<file path="src/rtl/mdio_slv_pkg.sv">
package mdio_slv_pkg;

  typedef enum logic [2:0] {
    S_PRE,
    S_SOF,
    S_CMD,
    S_RTA,
    S_RDAT,
    S_RLAST,
    S_WTA,
    S_WDAT
  } mdio_st_e;

  localparam logic [1:0] OP_WR = 2'b01;
  localparam logic [1:0] OP_RD = 2'b10;

endpackage

</file>
<file path="src/rtl/mdio_sampler.sv">
module mdio_sampler #(
  parameter int SYNC = 2
) (
  input  logic clk,
  input  logic rst_n,
  input  logic mdc,
  input  logic mdio_in,
  output logic rise,
  output logic bit_q
);

  logic [SYNC:0]   mdc_q;
  logic [SYNC-1:0] dat_q;

  generate
    if (SYNC > 1) begin : g_deep
      always_ff @(posedge clk or negedge rst_n) begin
        if (!rst_n) begin
          mdc_q <= '0;
          dat_q <= '1;
        end else begin
          mdc_q <= {mdc_q[SYNC-1:0], mdc};
          dat_q <= {dat_q[SYNC-2:0], mdio_in};
        end
      end
    end else begin : g_single
      always_ff @(posedge clk or negedge rst_n) begin
        if (!rst_n) begin
          mdc_q <= '0;
          dat_q <= '1;
        end else begin
          mdc_q <= {mdc_q[SYNC-1:0], mdc};
          dat_q <= mdio_in;
        end
      end
    end
  endgenerate

  // clock and data pass through equal depths so each sampled bit lines up with its edge
  assign rise  = mdc_q[SYNC-1] & ~mdc_q[SYNC];
  assign bit_q = dat_q[SYNC-1];

endmodule

</file>
<file path="src/rtl/mdio_frame_fsm.sv">
module mdio_frame_fsm
  import mdio_slv_pkg::*;
#(
  parameter int PAW     = 5,
  parameter int RAW     = 5,
  parameter int DW      = 16,
  parameter int PRE_LEN = 32
) (
  input  logic           clk,
  input  logic           rst_n,
  input  logic           rise,
  input  logic           bit_in,
  input  logic [PAW-1:0] strap,
  input  logic [DW-1:0]  rd_data,
  output logic [RAW-1:0] rd_addr,
  output logic           wr_en,
  output logic [RAW-1:0] wr_addr,
  output logic [DW-1:0]  wr_data,
  output logic           mdio_out,
  output logic           mdio_oe
);

  localparam int HW = 2 + PAW + RAW;
  localparam int M1 = (PRE_LEN > DW) ? PRE_LEN : DW;
  localparam int M2 = (M1 > HW) ? M1 : HW;
  localparam int CW = $clog2(M2 + 1);
  localparam logic [CW-1:0] PRE_C  = CW'(PRE_LEN);
  localparam logic [CW-1:0] HDR_L  = CW'(HW - 1);
  localparam logic [CW-1:0] DAT_L  = CW'(DW - 1);
  localparam logic [CW-1:0] TA_L   = CW'(1);

  mdio_st_e       st, st_n;
  logic [CW-1:0]  cnt, cnt_n;
  logic [HW-2:0]  hdr, hdr_n;
  logic [HW-1:0]  hdr_full;
  logic [DW-1:0]  dsh, dsh_n;
  logic [RAW-1:0] reg_q, reg_n;
  logic           oe_q, oe_n, out_q, out_n, we_q, we_n;
  logic [1:0]     op_f;
  logic [PAW-1:0] pa_f;

  assign hdr_full = {hdr, bit_in};
  assign op_f     = hdr_full[HW-1 -: 2];
  assign pa_f     = hdr_full[RAW +: PAW];
  assign rd_addr  = hdr_full[RAW-1:0];

  always_comb begin
    st_n  = st;
    cnt_n = cnt;
    hdr_n = hdr;
    dsh_n = dsh;
    reg_n = reg_q;
    oe_n  = oe_q;
    out_n = out_q;
    we_n  = 1'b0;
    if (rise) begin
      case (st)
        S_PRE: begin
          if (bit_in) begin
            if (cnt != PRE_C) cnt_n = cnt + 1'b1;
          end else if (cnt == PRE_C) begin
            st_n  = S_SOF;
            cnt_n = '0;
          end else begin
            cnt_n = '0;
          end
        end
        S_SOF: begin
          cnt_n = '0;
          st_n  = bit_in ? S_CMD : S_PRE;
        end
        S_CMD: begin
          hdr_n = hdr_full[HW-2:0];
          cnt_n = cnt + 1'b1;
          if (cnt == HDR_L) begin
            cnt_n = '0;
            reg_n = hdr_full[RAW-1:0];
            if (pa_f != strap) begin
              st_n = S_PRE;
            end else if (op_f == OP_RD) begin
              st_n  = S_RTA;
              dsh_n = rd_data;
            end else if (op_f == OP_WR) begin
              st_n = S_WTA;
            end else begin
              st_n = S_PRE;
            end
          end
        end
        S_RTA: begin
          oe_n  = 1'b1;
          out_n = 1'b0;
          cnt_n = '0;
          st_n  = S_RDAT;
        end
        S_RDAT: begin
          out_n = dsh[DW-1];
          dsh_n = {dsh[DW-2:0], 1'b0};
          cnt_n = cnt + 1'b1;
          if (cnt == DAT_L) begin
            cnt_n = '0;
            st_n  = S_RLAST;
          end
        end
        S_RLAST: begin
          oe_n  = 1'b0;
          out_n = 1'b0;
          st_n  = S_PRE;
        end
        S_WTA: begin
          cnt_n = cnt + 1'b1;
          if (cnt == TA_L) begin
            cnt_n = '0;
            st_n  = S_WDAT;
          end
        end
        S_WDAT: begin
          dsh_n = {dsh[DW-2:0], bit_in};
          cnt_n = cnt + 1'b1;
          if (cnt == DAT_L) begin
            cnt_n = '0;
            we_n  = 1'b1;
            st_n  = S_PRE;
          end
        end
        default: begin
          st_n  = S_PRE;
          cnt_n = '0;
        end
      endcase
    end
  end

  always_ff @(posedge clk or negedge rst_n) begin
    if (!rst_n) begin
      st    <= S_PRE;
      cnt   <= '0;
      hdr   <= '0;
      dsh   <= '0;
      reg_q <= '0;
      oe_q  <= 1'b0;
      out_q <= 1'b0;
      we_q  <= 1'b0;
    end else begin
      st    <= st_n;
      cnt   <= cnt_n;
      hdr   <= hdr_n;
      dsh   <= dsh_n;
      reg_q <= reg_n;
      oe_q  <= oe_n;
      out_q <= out_n;
      we_q  <= we_n;
    end
  end

  assign wr_en    = we_q;
  assign wr_addr  = reg_q;
  assign wr_data  = dsh;
  assign mdio_out = out_q;
  assign mdio_oe  = oe_q;

  // the pad is only enabled in the read-data phases
  p_oe_read_only_r4: assert property (@(posedge clk) disable iff (!rst_n)
    mdio_oe |-> (st == S_RDAT || st == S_RLAST));

  // the first driven bit of a read is the turnaround low
  p_ta_low_r5: assert property (@(posedge clk) disable iff (!rst_n)
    $rose(mdio_oe) |-> !mdio_out);

  // line outputs move only after a detected management clock rise
  p_edge_aligned_r6: assert property (@(posedge clk) disable iff (!rst_n)
    !rise |=> ($stable(mdio_oe) && $stable(mdio_out)));

  // a commit is a single-cycle pulse
  p_commit_single_r7: assert property (@(posedge clk) disable iff (!rst_n)
    wr_en |=> !wr_en);

  // no drive while a write is in progress
  p_no_drive_write_r7: assert property (@(posedge clk) disable iff (!rst_n)
    (st == S_WTA || st == S_WDAT) |-> !mdio_oe);

endmodule

</file>
<file path="src/rtl/mdio_regfile.sv">
module mdio_regfile #(
  parameter int RAW = 5,
  parameter int DW  = 16
) (
  input  logic           clk,
  input  logic           rst_n,
  input  logic           mg_we,
  input  logic [RAW-1:0] mg_waddr,
  input  logic [DW-1:0]  mg_wdata,
  input  logic [RAW-1:0] mg_raddr,
  output logic [DW-1:0]  mg_rdata,
  input  logic           loc_we,
  input  logic [RAW-1:0] loc_addr,
  input  logic [DW-1:0]  loc_wdata,
  output logic [DW-1:0]  loc_rdata
);

  localparam int DEPTH = 1 << RAW;

  logic [DEPTH-1:0][DW-1:0] rows;

  generate
    for (genvar i = 0; i < DEPTH; i++) begin : g_row
      logic [DW-1:0] q;
      logic          hit_mg, hit_loc;
      assign hit_mg  = mg_we  && (mg_waddr == RAW'(i));
      assign hit_loc = loc_we && (loc_addr == RAW'(i));
      always_ff @(posedge clk or negedge rst_n) begin
        if (!rst_n)       q <= '0;
        else if (hit_mg)  q <= mg_wdata;
        else if (hit_loc) q <= loc_wdata;
      end
      assign rows[i] = q;
    end
  endgenerate

  assign mg_rdata  = rows[mg_raddr];
  assign loc_rdata = rows[loc_addr];

  // the management commit survives a same-cycle local write to that entry
  p_mgmt_wins_r8: assert property (@(posedge clk) disable iff (!rst_n)
    (mg_we && loc_we && mg_waddr == loc_addr) |=> (rows[$past(mg_waddr)] == $past(mg_wdata)));

endmodule

</file>
<file path="src/rtl/mdio_slave.sv">
module mdio_slave #(
  parameter int PHY_AW      = 5,
  parameter int REG_AW      = 5,
  parameter int DATA_W      = 16,
  parameter int PRE_LEN     = 32,
  parameter int SYNC_STAGES = 2
) (
  input  logic              clk,
  input  logic              rst_n,
  input  logic              mdc,
  input  logic              mdio_in,
  output logic              mdio_out,
  output logic              mdio_oe,
  input  logic [PHY_AW-1:0] phy_addr_strap,
  input  logic [REG_AW-1:0] loc_addr,
  input  logic              loc_we,
  input  logic [DATA_W-1:0] loc_wdata,
  output logic [DATA_W-1:0] loc_rdata
);

  logic [1:0]        rsync;
  logic              rst_i_n;
  logic              rise, bit_q;
  logic [REG_AW-1:0] rd_addr, wr_addr;
  logic [DATA_W-1:0] rd_data, wr_data;
  logic              wr_en;

  always_ff @(posedge clk or negedge rst_n) begin
    if (!rst_n) rsync <= '0;
    else        rsync <= {rsync[0], 1'b1};
  end
  assign rst_i_n = rsync[1];

  mdio_sampler #(.SYNC(SYNC_STAGES)) u_smp (
    .clk     (clk),
    .rst_n   (rst_i_n),
    .mdc     (mdc),
    .mdio_in (mdio_in),
    .rise    (rise),
    .bit_q   (bit_q)
  );

  mdio_frame_fsm #(
    .PAW(PHY_AW), .RAW(REG_AW), .DW(DATA_W), .PRE_LEN(PRE_LEN)
  ) u_fsm (
    .clk      (clk),
    .rst_n    (rst_i_n),
    .rise     (rise),
    .bit_in   (bit_q),
    .strap    (phy_addr_strap),
    .rd_data  (rd_data),
    .rd_addr  (rd_addr),
    .wr_en    (wr_en),
    .wr_addr  (wr_addr),
    .wr_data  (wr_data),
    .mdio_out (mdio_out),
    .mdio_oe  (mdio_oe)
  );

  mdio_regfile #(.RAW(REG_AW), .DW(DATA_W)) u_rf (
    .clk       (clk),
    .rst_n     (rst_i_n),
    .mg_we     (wr_en),
    .mg_waddr  (wr_addr),
    .mg_wdata  (wr_data),
    .mg_raddr  (rd_addr),
    .mg_rdata  (rd_data),
    .loc_we    (loc_we),
    .loc_addr  (loc_addr),
    .loc_wdata (loc_wdata),
    .loc_rdata (loc_rdata)
  );

endmodule

</file>
<file path="config.mk">
export PLATFORM = sky130hd
export DESIGN_NAME = mdio_slave
export DESIGN_NICKNAME = d
export VERILOG_FILES = /design/src/rtl/mdio_slv_pkg.sv /design/src/rtl/mdio_sampler.sv /design/src/rtl/mdio_frame_fsm.sv /design/src/rtl/mdio_regfile.sv /design/src/rtl/mdio_slave.sv
export SDC_FILE = /design/constraint.sdc
export NUM_CORES = 2
export LEC_CHECK = 0
export BUFFER_PORTS_ARGS = -buffer_cell sky130_fd_sc_hd__buf_2
export CAP_MARGIN = 5
export CORE_AREA = 2 2 300 302
export DETAILED_ROUTE_END_ITERATION = 10
export DIE_AREA = 0 0 302 304
export GPL_TIMING_DRIVEN = 0
export PLACE_DENSITY = 0.61
export SLEW_MARGIN = 20
export SYNTH_ARGS = -nofsm -noshare
export SYNTH_HDL_FRONTEND = slang
export SYNTH_HIERARCHICAL = 1
export SYNTH_SLANG_ARGS = --single-unit
</file>
<file path="constraint.sdc">
create_clock -name clk -period 17.95 [get_ports clk]
set_clock_uncertainty 0.15 [all_clocks]
set_input_delay 1.795 -clock clk [delete_from_list [all_inputs] [get_ports clk]]
set_output_delay 1.795 -clock clk [all_outputs]
set_load 0.02 [all_outputs]
</file>
==> results.sh <==
export IMPL_netlist_cell_type_count=68
export IMPL_maxCapViolations=0
export IMPL_clock_sinks=563
export IMPL_cts_resized_gates=0
export IMPL_drt_antenna_violating_nets=0
export IMPL_synth_edf_count=0
export IMPL_post_route_drc_count=0
export IMPL_syn_area_um2=35140
export IMPL_yosysWarningCount=6
export IMPL_dieArea_um2=91810
export IMPL_syn_area_per_cell_um2=10.74
export IMPL_max_slew_margin_rel_pct=7.663
export IMPL_worstHoldPathType="flip-flop to asynchronous set/reset pin"
export IMPL_finish_instance_area_um2=39340
export IMPL_cts_buffers=67
export IMPL_grt_pass1_vias=28930
export IMPL_dp_cells=4507
export IMPL_finalCritPeriodShare_pct=44.00
export IMPL_pin_count=49
export IMPL_cp_end_kind="output pin"
export IMPL_placementRows=110
export IMPL_fmax_mhz=126.6
export IMPL_setup_viol=0
export IMPL_grt_usage_pct=33.22
export IMPL_path_clk_slew_ps=60
export IMPL_place_area_um2=37150
export IMPL_grt_first_pass_wirelength_um=215400
export IMPL_via_per_inst=6.543
export IMPL_layout_commonest_cell="mux2i_1"
export IMPL_ys_seq_area_share_pct=40.10
export IMPL_slew_viol_final=0
export IMPL_fp_dieH_um=304
export IMPL_drt_first_iter_violations=5074
export IMPL_grt_max_degree=54
export IMPL_crit_path_start_kind="input port"
export IMPL_cts_max_path_buffers=3
export IMPL_place_congestion=1.061
export IMPL_cts_setup_buffers=0
export IMPL_synth_seq_cells=563
export IMPL_fin_cells=4630
export IMPL_initial_core_util_pct=39.46
export IMPL_rsz0062_at_grt="false"
export IMPL_rr_worst_depth=11
export IMPL_reg2reg_slack_ps=13810
export IMPL_synth_cells=3273
export IMPL_status="finished, final reports clean"
export IMPL_antenna_found_initial=4
export IMPL_drive_above_1_share_pct=17.25
export IMPL_cts_tree="yes"
export IMPL_critPathKind="input port to output pin"
export IMPL_cp_max_fo=10
export IMPL_rr_endpoint="u_fsm/wr_data[0]"
export IMPL_power_leakage_nw=16.76
export IMPL_power_density_nw_per_um2=125.7
export IMPL_hpwl_um=118100
export IMPL_final_cell_mix="mux2i_1, dfrtp_1, nor2_1"
export IMPL_arrival_ps=5950
export IMPL_totalWireLength_um=153300
export IMPL_ir_drop_v=0.00008477
export IMPL_place_port_buffers=47
export IMPL_cts_root_buf="clkbuf_16"
export IMPL_holdWs_ps=170.0
export IMPL_layout_nets=3436
export IMPL_die_x_um=302
export IMPL_period_needed_ps=7898
export IMPL_setup_ws_ps=10050
export IMPL_area_growth_pct=11.96
export IMPL_synth_top_flop_cell="dfrtp_1"
export IMPL_hold_viol_final=0
export IMPL_async_flop_share_pct=100.0
export IMPL_mappedNetlistNets=3309
export IMPL_tightest_slew_ps=1385
export IMPL_wl_per_cell_um=33.12
export IMPL_required_ps=16010
export IMPL_dr_pass1_iters=6
export IMPL_core_area_um2=89050
export IMPL_grt_ovfl_total=0
export IMPL_clk_latency_ps=640
export IMPL_dr_total_vias=30300
export IMPL_dp_slack_ps=10840
export IMPL_htreeDepth=3
export IMPL_reg2reg_from="u_fsm/hdr[1]"
export IMPL_fillers=8501
export IMPL_setup_tns_ps=0
export IMPL_cts_hold_buf=0
final cells by class:
type,count,area (um2),share of cell area [%]
timing repair buffer,58,538.0,1.368
inverter,30,112.6,0.2862
clock buffer,99,1939,4.930
multi-input combinational,2335,19220,48.86
tap,1176,1471,3.740
antenna,4,10.01,0.02544
clock inverter,20,232.7,0.5915
sequential,563,14090,35.83
buffer,345,1720,4.373
sequential cells by signal (all words and copies together), names as in the netlist, 3 cells and up:
signal	cells
u_fsm/st	3
u_smp/mdc_q	3
u_rf/g_row.q	512
u_fsm/wr_data	16
u_fsm/cnt	6
u_fsm/hdr	11
u_fsm/wr_addr	5
layer usage:
metal,GRT usage (%),share of wire (%),vias up
li1,-,-,12180
met1,43.62,37,15140
met2,47.12,42,2370
met3,10.30,13,597
met4,21.69,8.1,2
met5,0.2646,0.0078,-
cells in the mapped netlist, types with 15 or more instances:
cell type / number / area [um2]
a21oi_1: 284 / 1421
a221oi_1: 18 / 157.7
buf_2: 47 / 235.2
buf_4: 53 / 397.9
buf_6: 22 / 247.7
clkbuf_1: 212 / 795.8
dfrtp_1: 561 / 14040
inv_1: 29 / 108.9
mux2_1: 25 / 281.5
mux2_2: 37 / 416.7
mux2i_1: 617 / 6176
mux4_2: 241 / 5428
nand2_1: 309 / 1160
nor2_1: 326 / 1224
nor2b_1: 15 / 93.84
o21ai_0: 255 / 1276
o21ai_1: 26 / 130.1
o22ai_1: 19 / 118.9
logic make-up after synthesis:
family	after synthesis	share of synthesized area [%]
multiplexers	920	35.01
AND/OR/NAND/NOR	754	9.308
AO/OA/AOI/OAI	650	10.06
flip-flops	563	40.10
buffers and inverters	375	5.209
adder cells (fa/ha/maj)	5	0.1780
XOR/XNOR	5	0.1246
other	1	0.01067
power breakdown:
| group | internal, mW | switching, mW | total [mW] | leakage, nW |
|---|---|---|---|---|
| Clock | 0.820 | 0.581 | 1.40 | 1.08 |
| Combinational | 0.729 | 1.01 | 1.74 | 9.07 |
| Sequential | 1.52 | 0.281 | 1.81 | 6.62 |
| Total | 3.07 | 1.87 | 4.94 | 16.8 |
through the flow:
| stage | power [mW] | util, % |
|---|---|---|
| after floorplan | 2.834 | - |
| after global placement | 3.470 | 41.38 |
| after detailed placement | 3.499 | 41.72 |
| after CTS | 4.892 | 44.16 |
| after global routing | 5.081 | 44.17 |
| final | 4.943 | 44.18 |
worst max-delay path, stage by stage:
cell	delay, ps
buf_2	190
buf_4	260
buf_4	220
nor2_1	630
a221oi_1	220
a221oi_1	1040
nor3b_1	990
o32ai_1	320
buf_2	260
worst max-delay path by stage:
stage,start,to,slack (ps),cells past startpoint
global route,loc_addr[3],loc_rdata[14],10360,9
finish,loc_addr[3],loc_rdata[14],10050,9
floorplan,rsync[1],u_fsm/cnt[0],950,0
detailed placement,loc_addr[0],loc_rdata[12],10840,9
global placement,rsync[1],u_rf/g_row[13].q[7],-7070,0
CTS,loc_addr[3],loc_rdata[2],10830,8
No activity file was read; power rests on OpenSTA's default activity.
